==> src/rtl/slot_tracker_pkg.sv <==
package slot_tracker_pkg;

  typedef enum logic [1:0] {
    ST_AVAIL   = 2'b00,
    ST_FULL    = 2'b01,
    ST_HELD    = 2'b10
  } slot_stat_e;

  typedef enum logic [1:0] {
    MODE_ENDLESS  = 2'b00,
    MODE_HAZARD   = 2'b01,
    MODE_INORDER  = 2'b10,
    MODE_BUFFERED = 2'b11
  } buf_mode_e;

  function automatic buf_mode_e mode_of(input int size);
    if (size < 0)       return MODE_ENDLESS;
    else if (size == 0) return MODE_HAZARD;
    else if (size == 1) return MODE_INORDER;
    else                return MODE_BUFFERED;
  endfunction

  function automatic bit has_slots(input buf_mode_e m);
    return (m == MODE_INORDER) || (m == MODE_BUFFERED);
  endfunction

endpackage

==> src/rtl/slot_reset_sync.sv <==
module slot_reset_sync #(
  parameter int STAGES = 2
) (
  input  logic clk,
  input  logic rst_n,
  output logic rst_sync_n
);
  logic [STAGES-1:0] sync_q;
  logic [STAGES-1:0] sync_d;

  always_comb begin
    sync_d = {sync_q[STAGES-2:0], 1'b1};
  end

  always_ff @(posedge clk or negedge rst_n) begin
    if (!rst_n) sync_q <= '0;
    else        sync_q <= sync_d;
  end

  assign rst_sync_n = sync_q[STAGES-1];
endmodule

==> src/rtl/slot_counter.sv <==
module slot_counter #(
  parameter int CAP   = 3,
  parameter int CNT_W = 4
) (
  input  logic             clk,
  input  logic             rst_n,
  input  logic             take_i,
  input  logic             give_i,
  output logic [CNT_W-1:0] cnt_o
);
  localparam logic [CNT_W-1:0] CAP_V = CNT_W'(CAP);

  logic [CNT_W-1:0] cnt_q;
  logic [CNT_W-1:0] cnt_d;
  logic             dec;
  logic             inc;
  logic             cnt_en;

  always_comb begin
    dec    = take_i && !give_i && (cnt_q != '0);
    inc    = give_i && !take_i && (cnt_q < CAP_V);
    cnt_en = dec || inc;
    cnt_d  = inc ? (cnt_q + 1'b1) : (cnt_q - 1'b1);
  end

  always_ff @(posedge clk or negedge rst_n) begin
    if (!rst_n)      cnt_q <= CAP_V;
    else if (cnt_en) cnt_q <= cnt_d;
  end

  assign cnt_o = cnt_q;

  // count never rises above the buffer size
  a_r6_cnt_bound: assert property (@(posedge clk) disable iff (!rst_n)
    cnt_q <= CAP_V);

  // a lone take on a nonzero count lowers it by one
  a_r5_take_dec: assert property (@(posedge clk) disable iff (!rst_n)
    (take_i && !give_i && cnt_q != '0) |=> (cnt_q == $past(cnt_q) - 1'b1));

  // a lone take on an empty buffer leaves it empty
  a_r5_take_floor: assert property (@(posedge clk) disable iff (!rst_n)
    (take_i && !give_i && cnt_q == '0) |=> (cnt_q == '0));

  // simultaneous take and give leave the count alone
  a_r7_both_hold: assert property (@(posedge clk) disable iff (!rst_n)
    (take_i && give_i) |=> (cnt_q == $past(cnt_q)));
endmodule

==> src/rtl/hold_flag.sv <==
module hold_flag #(
  parameter bit HAZARD = 1'b0
) (
  input  logic clk,
  input  logic rst_n,
  input  logic set_i,
  input  logic clr_i,
  input  logic take_i,
  output logic flag_o,
  output logic err_o
);
  logic flag_q;
  logic flag_d;
  logic flag_en;
  logic set_any;

  always_comb begin
    set_any = set_i || (HAZARD && take_i);
    flag_en = set_any || clr_i;
    flag_d  = set_any || (flag_q && !clr_i);
  end

  always_ff @(posedge clk or negedge rst_n) begin
    if (!rst_n)       flag_q <= 1'b0;
    else if (flag_en) flag_q <= flag_d;
  end

  assign flag_o = flag_q;
  assign err_o  = set_i && flag_q;

  // a set strobe always leaves the flag set, even with clear
  a_r8_set_wins: assert property (@(posedge clk) disable iff (!rst_n)
    set_i |=> flag_q);

  // a lone clear strobe leaves the flag clear
  a_r8_clr_only: assert property (@(posedge clk) disable iff (!rst_n)
    (clr_i && !set_i && !(HAZARD && take_i)) |=> !flag_q);

  // a take on a hazard resource holds it
  a_r3_haz_take: assert property (@(posedge clk) disable iff (!rst_n)
    (HAZARD && take_i) |=> flag_q);
endmodule

==> src/rtl/slot_status_enc.sv <==
module slot_status_enc
  import slot_tracker_pkg::*;
#(
  parameter int CNT_W = 4,
  parameter bit HAZARD = 1'b0,
  parameter bit SLOTTED = 1'b0
) (
  input  logic             flag_i,
  input  logic [CNT_W-1:0] cnt_i,
  output slot_stat_e       status_o
);
  always_comb begin
    if (HAZARD && flag_i)                 status_o = ST_HELD;
    else if (!SLOTTED || (cnt_i != '0))   status_o = ST_AVAIL;
    else                                  status_o = ST_FULL;
  end
endmodule

==> src/rtl/slot_tracker.sv <==
module slot_tracker
  import slot_tracker_pkg::*;
#(
  parameter int SIZE  = 3,
  parameter int CNT_W = 4
) (
  input  logic             clk,
  input  logic             rst_n,
  input  logic             take_i,
  input  logic             give_i,
  input  logic             set_i,
  input  logic             clr_i,
  output slot_stat_e       status_o,
  output logic [CNT_W-1:0] free_o,
  output logic             err_o
);
  localparam buf_mode_e MODE    = mode_of(SIZE);
  localparam bit        HAZARD  = (MODE == MODE_HAZARD);
  localparam bit        SLOTTED = has_slots(MODE);

  logic [CNT_W-1:0] cnt;
  logic             flag;

  generate
    if (SLOTTED) begin : g_slots
      slot_counter #(
        .CAP   (SIZE),
        .CNT_W (CNT_W)
      ) u_cnt (
        .clk    (clk),
        .rst_n  (rst_n),
        .take_i (take_i),
        .give_i (give_i),
        .cnt_o  (cnt)
      );
    end else begin : g_noslots
      assign cnt = '0;
    end
  endgenerate

  hold_flag #(
    .HAZARD (HAZARD)
  ) u_flag (
    .clk    (clk),
    .rst_n  (rst_n),
    .set_i  (set_i),
    .clr_i  (clr_i),
    .take_i (take_i),
    .flag_o (flag),
    .err_o  (err_o)
  );

  slot_status_enc #(
    .CNT_W   (CNT_W),
    .HAZARD  (HAZARD),
    .SLOTTED (SLOTTED)
  ) u_enc (
    .flag_i   (flag),
    .cnt_i    (cnt),
    .status_o (status_o)
  );

  assign free_o = cnt;

  // resources without slots always report zero free slots
  a_r2_no_slots_zero: assert property (@(posedge clk) disable iff (!rst_n)
    !SLOTTED |-> (free_o == '0));

  // a slotted resource with no free slot is never reported available
  a_r4_empty_blocks: assert property (@(posedge clk) disable iff (!rst_n)
    (SLOTTED && free_o == '0) |-> (status_o != ST_AVAIL));
endmodule

==> src/rtl/dispatch_check.sv <==
module dispatch_check
  import slot_tracker_pkg::*;
#(
  parameter int NUM_RES = 4
) (
  input  logic [NUM_RES-1:0]   sel_i,
  input  logic [2*NUM_RES-1:0] status_i,
  output slot_stat_e           result_o
);
  always_comb begin
    result_o = ST_AVAIL;
    for (int i = NUM_RES - 1; i >= 0; i--) begin
      if (sel_i[i] && (status_i[2*i +: 2] != ST_AVAIL)) begin
        result_o = slot_stat_e'(status_i[2*i +: 2]);
      end
    end
  end
endmodule

==> src/rtl/slot_tracker_top.sv <==
module slot_tracker_top
  import slot_tracker_pkg::*;
#(
  parameter int NUM_RES = 4,
  parameter int CNT_W   = 4,
  parameter int BUF_SIZE [NUM_RES] = '{-1, 0, 1, 3}
) (
  input  logic                     clk,
  input  logic                     rst_n,
  input  logic [NUM_RES-1:0]       take_i,
  input  logic [NUM_RES-1:0]       give_i,
  input  logic [NUM_RES-1:0]       hold_set_i,
  input  logic [NUM_RES-1:0]       hold_clr_i,
  input  logic [NUM_RES-1:0]       sel_mask_i,
  output logic [2*NUM_RES-1:0]     status_o,
  output logic [NUM_RES*CNT_W-1:0] free_o,
  output logic [1:0]               dispatch_o,
  output logic [NUM_RES-1:0]       hold_err_o
);
  logic       rst_sync_n;
  slot_stat_e disp;
  logic [NUM_RES-1:0] blocking;

  slot_reset_sync #(
    .STAGES (2)
  ) u_rst (
    .clk        (clk),
    .rst_n      (rst_n),
    .rst_sync_n (rst_sync_n)
  );

  generate
    for (genvar g = 0; g < NUM_RES; g++) begin : g_res
      slot_stat_e st;
      slot_tracker #(
        .SIZE  (BUF_SIZE[g]),
        .CNT_W (CNT_W)
      ) u_trk (
        .clk      (clk),
        .rst_n    (rst_sync_n),
        .take_i   (take_i[g]),
        .give_i   (give_i[g]),
        .set_i    (hold_set_i[g]),
        .clr_i    (hold_clr_i[g]),
        .status_o (st),
        .free_o   (free_o[g*CNT_W +: CNT_W]),
        .err_o    (hold_err_o[g])
      );
      assign status_o[2*g +: 2] = st;
      assign blocking[g] = (st != ST_AVAIL);
    end
  endgenerate

  dispatch_check #(
    .NUM_RES (NUM_RES)
  ) u_disp (
    .sel_i    (sel_mask_i),
    .status_i (status_o),
    .result_o (disp)
  );

  assign dispatch_o = disp;

  // available result only when no selected resource blocks
  a_r10_avail_clean: assert property (@(posedge clk) disable iff (!rst_sync_n)
    (disp == ST_AVAIL) |-> ((sel_mask_i & blocking) == '0));

  // any selected blocker forces a non-available result
  a_r10_block_seen: assert property (@(posedge clk) disable iff (!rst_sync_n)
    ((sel_mask_i & blocking) != '0) |-> (disp != ST_AVAIL));
endmodule

==> config.mk <==
export PLATFORM = sky130hd
export DESIGN_NAME = slot_tracker_top
export DESIGN_NICKNAME = d
export VERILOG_FILES = /design/src/rtl/slot_tracker_pkg.sv /design/src/rtl/slot_reset_sync.sv /design/src/rtl/slot_counter.sv /design/src/rtl/hold_flag.sv /design/src/rtl/slot_status_enc.sv /design/src/rtl/slot_tracker.sv /design/src/rtl/dispatch_check.sv /design/src/rtl/slot_tracker_top.sv
export SDC_FILE = /design/constraint.sdc
export NUM_CORES = 1
export LEC_CHECK = 0
export BUFFER_PORTS_ARGS = -buffer_cell sky130_fd_sc_hd__buf_4
export CELL_PAD_IN_SITES_DETAIL_PLACEMENT = 0
export CELL_PAD_IN_SITES_GLOBAL_PLACEMENT = 2
export CORE_MARGIN = 4
export CORE_UTILIZATION = 25
export DETAILED_ROUTE_END_ITERATION = 10
export PLACE_DENSITY = 0.87
export SETUP_SLACK_MARGIN = 0.5
export SYNTH_ARGS = -nofsm -noshare
export SYNTH_HDL_FRONTEND = slang
export SYNTH_SLANG_ARGS = --single-unit
==> constraint.sdc <==
create_clock -name clk -period 1.89 [get_ports clk]
set_clock_uncertainty 0.15 [all_clocks]
set_input_delay 0.189 -clock clk [delete_from_list [all_inputs] [get_ports clk]]
set_output_delay 0.189 -clock clk [all_outputs]
set_load 0.005 [all_outputs]
# After elaboration in Yosys (flattened, before gate mapping)
# Index checks and enable logic that the tools add are counted.
[classes]
n_mux = 8
order_cmp = 2
add_sub_neg = 4
reduce_logical = 43
[ops]
columns = ["op", "count"]
rows = [
  ["$logic_and 1x1->1", 19],
  ["$logic_or 1x1->1", 11],
  ["$add 4x1->4 const B", 2],
  ["$logic_not 1->1", 8],
  ["$mux 4", 2],
  ["$reduce_bool 4->1", 2],
  ["$sub 4x1->4 const B", 2],
  ["$reduce_bool 2->1", 3],
  ["$lt 4x1->1 const B", 1],
  ["$lt 4x2->1 const B", 1],
  ["$mux 1", 4],
  ["$mux 2", 2],
]
[word_totals]
regBits = 14
wordCells = 64
out_inout_bits = 30
input_bits = 22

# Depth between registers and ports, before layout
[depth]
ltp_word = 7
mapped_depth = 6
ltp_nobuf = 6

# Hierarchy
# From an unflattened synthesis, not the netlist that was laid out.
[unflattened]
hier_cells = 112
hier_area_um2 = 1032.2
[by_module_without_submodules]
columns = ["mod", "area_per_inst_um2", "seq_area_each_um2", "instances", "cells_each"]
rows = [
  ["slot_counter at g_res[2].u_trk.g_slots.u_cnt", 292.8, 101.3, 1, 29],
  ["slot_counter at g_res[3].u_trk.g_slots.u_cnt", 275.3, 102.6, 1, 26],
  ["hold_flag at g_res[0].u_trk.u_flag ...", 42.5, 25.0, 3, 4],
  ["dispatch_check", 85.1, 0.0, 1, 15],
  ["slot_tracker at g_res[0].u_trk ...", 33.8, 0.0, 2, 5],
  ["slot_reset_sync", 53.8, 50.0, 1, 3],
  ["slot_status_enc at g_res[2].u_trk.u_enc ...", 23.8, 0.0, 2, 3],
  ["hold_flag at g_res[1].u_trk.u_flag", 45.0, 25.0, 1, 5],
  ["slot_status_enc at g_res[0].u_trk.u_enc ...", 18.8, 0.0, 2, 3],
]

# Least setup slack after synthesis
# No wires, ideal clock.
[synth_path]
kind = "register to register"
startpoint = "register g_res[3].u_trk.g_slots.u_cnt.cnt_q[3]"
endpoint = "register g_res[3].u_trk.g_slots.u_cnt.cnt_q[3]"
n_path_buf = 0
synth_period_minus_slack_ns = 2.085
t_arrival_ns = 1.845
setup_time_ns = 0.090
required_time_ns = 1.650
path_stages_with_launch = 6
setup_slack_ns = -0.195
path_cell_list = "dfrtp_1 -> a2111oi_4 -> nand2_1 -> ha_1 -> or4_1 -> o221ai_1"
[synth_via]
elab_chain_cells = 3
word_cells_on_any_way = 8
classes_between = "2 x add/sub; 1 x order compare; 1 x mux; 4 x reduce/logical"
[synth_rtl]
columns = ["element", "line", "source"]
rows = [
  ["start, declared", "slot_counter.sv:13", "logic [CNT_W-1:0] cnt_q;"],
  ["start signal, assigned", "slot_counter.sv:28", "else if (cnt_en) cnt_q <= cnt_d;"],
  ["$lt 4x2->1 or $reduce_bool 4->1 (tied branches)", "slot_counter.sv:21, slot_counter.sv:20", ""],
  ["$logic_and 1x1->1 (on tied branches)", "slot_counter.sv:21, slot_counter.sv:20", ""],
  ["$mux 4 or $logic_or 1x1->1 (tied branches)", "slot_counter.sv:23, slot_counter.sv:22", ""],
]
# Several ways; a longest one is shown, not always the timed one.
# A chain may end at the register's enable or synchronous reset.

# Worst setup path after layout
[layout_path]
startpoint = "register g_res[3].u_trk.g_slots.u_cnt.cnt_q[0]"
endpoint = "register g_res[3].u_trk.g_slots.u_cnt.cnt_q[3]"
# The elaborated chain is that of the path after synthesis.

==> impl_metrics.py <==
metrics = {
    "yosys": {
        "synth_cells": 96,
        "avgSynthCellArea_um2": 10.2,
        "yosys_warnings": 0,
        "yosysUniqueCellTypes": 34,
        "ys_ff_latch": 14,
        "ys_seq_area_frac": 0.361,
        "mappedNetlistArea_um2": 980,
    },
    "floorplan": {
        "core-area_mm2": 0.00372,
        "fp.dieArea_mm2": 0.00498,
        "die_w_um": 70.6,
        "start_util": 0.264,
        "ioPinCount": 52,
        "die_h_um": 70.6,
        "std_cell_rows": 22,
    },
    "final_layout": {
        "fin_cells": 199,
        "areaGrowthSynthToFinish_pct": 66.4,
        "final-seq-area_um2": 354,
        "layout-drive-gt1-share": 0.550,
        "diodes": 0,
        "mostFrequentLayoutCell": "buf_4",
        "layout.nets": 179,
        "mostFrequentLayoutCells": "buf_4, conb_1, buf_6, dfrtp_1",
        "multiInputGateArea_um2": 642,
        "fill_cells": 369,
    },
    "sta": {
        "setup_viol": 3,
        "fin_worst_hold_slack_ns": 0.00575,
        "slew_violations": 0,
        "worst-slew-pin-transition_ns": 0.504,
        "finalSetupTns_ns": -0.161,
        "relSlewSlack": 0.664,
        "hold_viol": 0,
        "fmax_ghz": 0.508,
        "rsz0062_at_grt": "yes",
        "period_share": 1.04,
        "finalWorstPathRequiredPeriod_ns": 1.97,
        "fin_ws_ns": -0.0791,
    },
    "worst_setup_path": {
        "cp_data_arrival_time_ns": 1.95,
        "worstSetupStartpoint": "g_res[3].u_trk.g_slots.u_cnt.cnt_o[0]$_DFFE_PN1P_",
        "crit_type": "reg -> reg",
        "cp_data_required_time_ns": 1.87,
        "start_kind": "flop",
        "r2r_start": "g_res[3].u_trk.g_slots.u_cnt.cnt_o[0]$_DFFE_PN1P_",
        "critPathCaptureType": "flop",
        "path_max_fanout": 3,
    },
    "place": {
        "gp_congestion": 0.761,
        "hpwl_um": 1860,
        "dp_slack_ns": -0.103,
        "numPortBuffers": 34,
        "dp_cells": 179,
    },
    "global_route": {
        "grt_pass1_wl_um": 3730,
        "grt_pass1_vias": 798,
        "antenna_found_initial": 0,
        "grt_overflow": 0,
        "grtUsageTotal": 0.0928,
        "grt_max_degree": 13,
    },
    "power_and_ir_drop": {
        "ir_drop_uv": 676,
        "powerDensity_mw_per_mm2": 1330,
        "power_w": 0.00217,
        "cellLeakagePower_nw": 0.763,
    },
    "run": {
        "cap_viol_max_count": 0,
    },
    "clocking": {
        "clk_path_buf_depth": 2,
        "htreeDepth": 1,
        "cts_tree": "built",
        "root_buffer": "clkbuf_8",
        "cts_buffers": 3,
        "cts_sinks": 14,
        "clkTransAtPathRegs_ns": 0.06,
        "clock_latency_ns": 0.24,
    },
    "drt": {
        "drt-total-wl_um": 2540,
        "drt_iter0_markers": 18,
        "drcViolationCount": 0,
        "vias": 831,
        "dr.pass1.iters": 4,
        "wire_per_inst_um": 12.8,
        "antenna_left": 0,
        "viasPerCell": 4.18,
    },
    "status": {
        "status": "complete, but fails checks",
        "failed_checks": "negative setup slack",
    },
    "hold_path": {
        "min_path_type": "in -> reg",
        "min-delay-start": "take_i[1]",
    },
}
-- logic make-up (layout without fill, tap and decap cells) --
logic type / after synthesis / after routing / synth area share
AND/OR/NAND/NOR: 26 / 26 / 0.180
adder cells (fa/ha/maj): 5 / 5 / 0.0715
flip-flops: 14 / 14 / 0.361
other: 2 / 14 / 0.00767
XOR/XNOR: 3 / 3 / 0.0268
multiplexers: 4 / 4 / 0.0447
buffers and inverters: 26 / 69 / 0.169
AO/OA/AOI/OAI: 16 / 16 / 0.139
-- synth_stat cells --
cell type / instances / share of area
nor4_1: 1 / 0.0064
o221ai_1: 1 / 0.0089
dfrtp_1: 11 / 0.28
a2111oi_4: 1 / 0.028
a21oi_1: 2 / 0.010
nand2_1: 4 / 0.015
nor4_4: 1 / 0.022
and3_1: 1 / 0.0064
inv_1: 8 / 0.031
o21ai_0: 4 / 0.020
xnor2_1: 2 / 0.018
ha_1: 4 / 0.051
a2bb2oi_2: 1 / 0.015
nand2b_1: 3 / 0.019
xor2_1: 1 / 0.0089
or3b_2: 1 / 0.0089
a21o_2: 1 / 0.0089
mux2i_1: 1 / 0.010
buf_4: 18 / 0.14
nor2b_1: 1 / 0.0064
a22oi_1: 1 / 0.0077
or4_1: 1 / 0.0077
a41oi_1: 1 / 0.0089
nor4bb_1: 2 / 0.020
nor3b_2: 1 / 0.013
conb_1: 2 / 0.0077
mux2_2: 1 / 0.011
mux2_1: 2 / 0.023
nand3_1: 1 / 0.0051
fa_1: 1 / 0.020
and2_1: 6 / 0.038
nor2_1: 3 / 0.011
dfstp_2: 3 / 0.080
a21o_1: 4 / 0.031
-- area by class of cell --
type,count,share of cell area
multi-input combinational,68,0.394
timing repair buffer,57,0.300
sequential,14,0.217
tap,48,0.0368
clock buffer,4,0.0338
inverter,8,0.0184
-- path summary, 6_finish.rpt --
kind | endpoint | slack (ns) | depth (start not counted)
worst max-delay path | g_res[3].u_trk.g_slots.u_cnt.cnt_o[3]$_DFFE_PN0P_ | -0.08 | 6
worst max register to register | g_res[3].u_trk.g_slots.u_cnt.cnt_o[3]$_DFFE_PN0P_ | -0.08 | 6
worst min register to register | g_res[3].u_trk.u_flag.flag_o$_DFFE_PN0P_ | 0.06 | 0
max in group asynchronous | g_res[3].u_trk.g_slots.u_cnt.cnt_o[1]$_DFFE_PN1P_ | 1.18 | 0
min in group asynchronous | g_res[3].u_trk.u_flag.flag_o$_DFFE_PN0P_ | 0.06 | 0
worst min-delay path | g_res[1].u_trk.u_flag.flag_o$_DFFE_PN0P_ | 0.006 | 3
-- routing by layer --
layer,wire length [µm],part of all wire,track usage,vias to the layer above
li1,-,-,-,401
met1,994,0.39,0.116,401
met2,1370,0.54,0.150,25
met3,154,0.061,0.0369,4
met4,29,0.011,0.0251,0
met5,0,0,0,-
-- sequential cells by signal, indices dropped and copies added, names as in the netlist --
register,flops
g_res.u_trk.g_slots.u_cnt.cnt_o,8
g_res.u_trk.u_flag.flag_o,4
u_rst.sync_q,2
-- worst max-delay path: stages (launching register included) --
cell       delay (ns)
dfstp_2          0.38
a2111oi_4        0.38
nand2_2          0.15
ha_1             0.30
a21o_2           0.22
a21oi_2          0.16
o221ai_2         0.11
-- through the flow --
stage | util | cell area (µm²)
floorplan | - | 1060
global placement | 0.347 | 1290
detailed placement | 0.347 | 1290
CTS | 0.404 | 1500
global route | 0.439 | 1630
finish | 0.439 | 1630
-- power breakdown --
group,total (W),switching (W),leakage [nW],internal (W)
Combinational,0.00133,0.000533,0.579,0.000799
Clock,0.000291,0.000106,0.0288,0.000184
Sequential,0.000550,0.000131,0.155,0.000420
-- repair_timing --
action,in CTS,in global routing
endpoints found under the setup margin,12,14
gates resized for setup,17,14
pin swaps,10,8
hold endpoints to repair,6,0
setup buffers,3,8
hold buffers,5,0
Note: power is estimated with default switching activity, not from simulation.
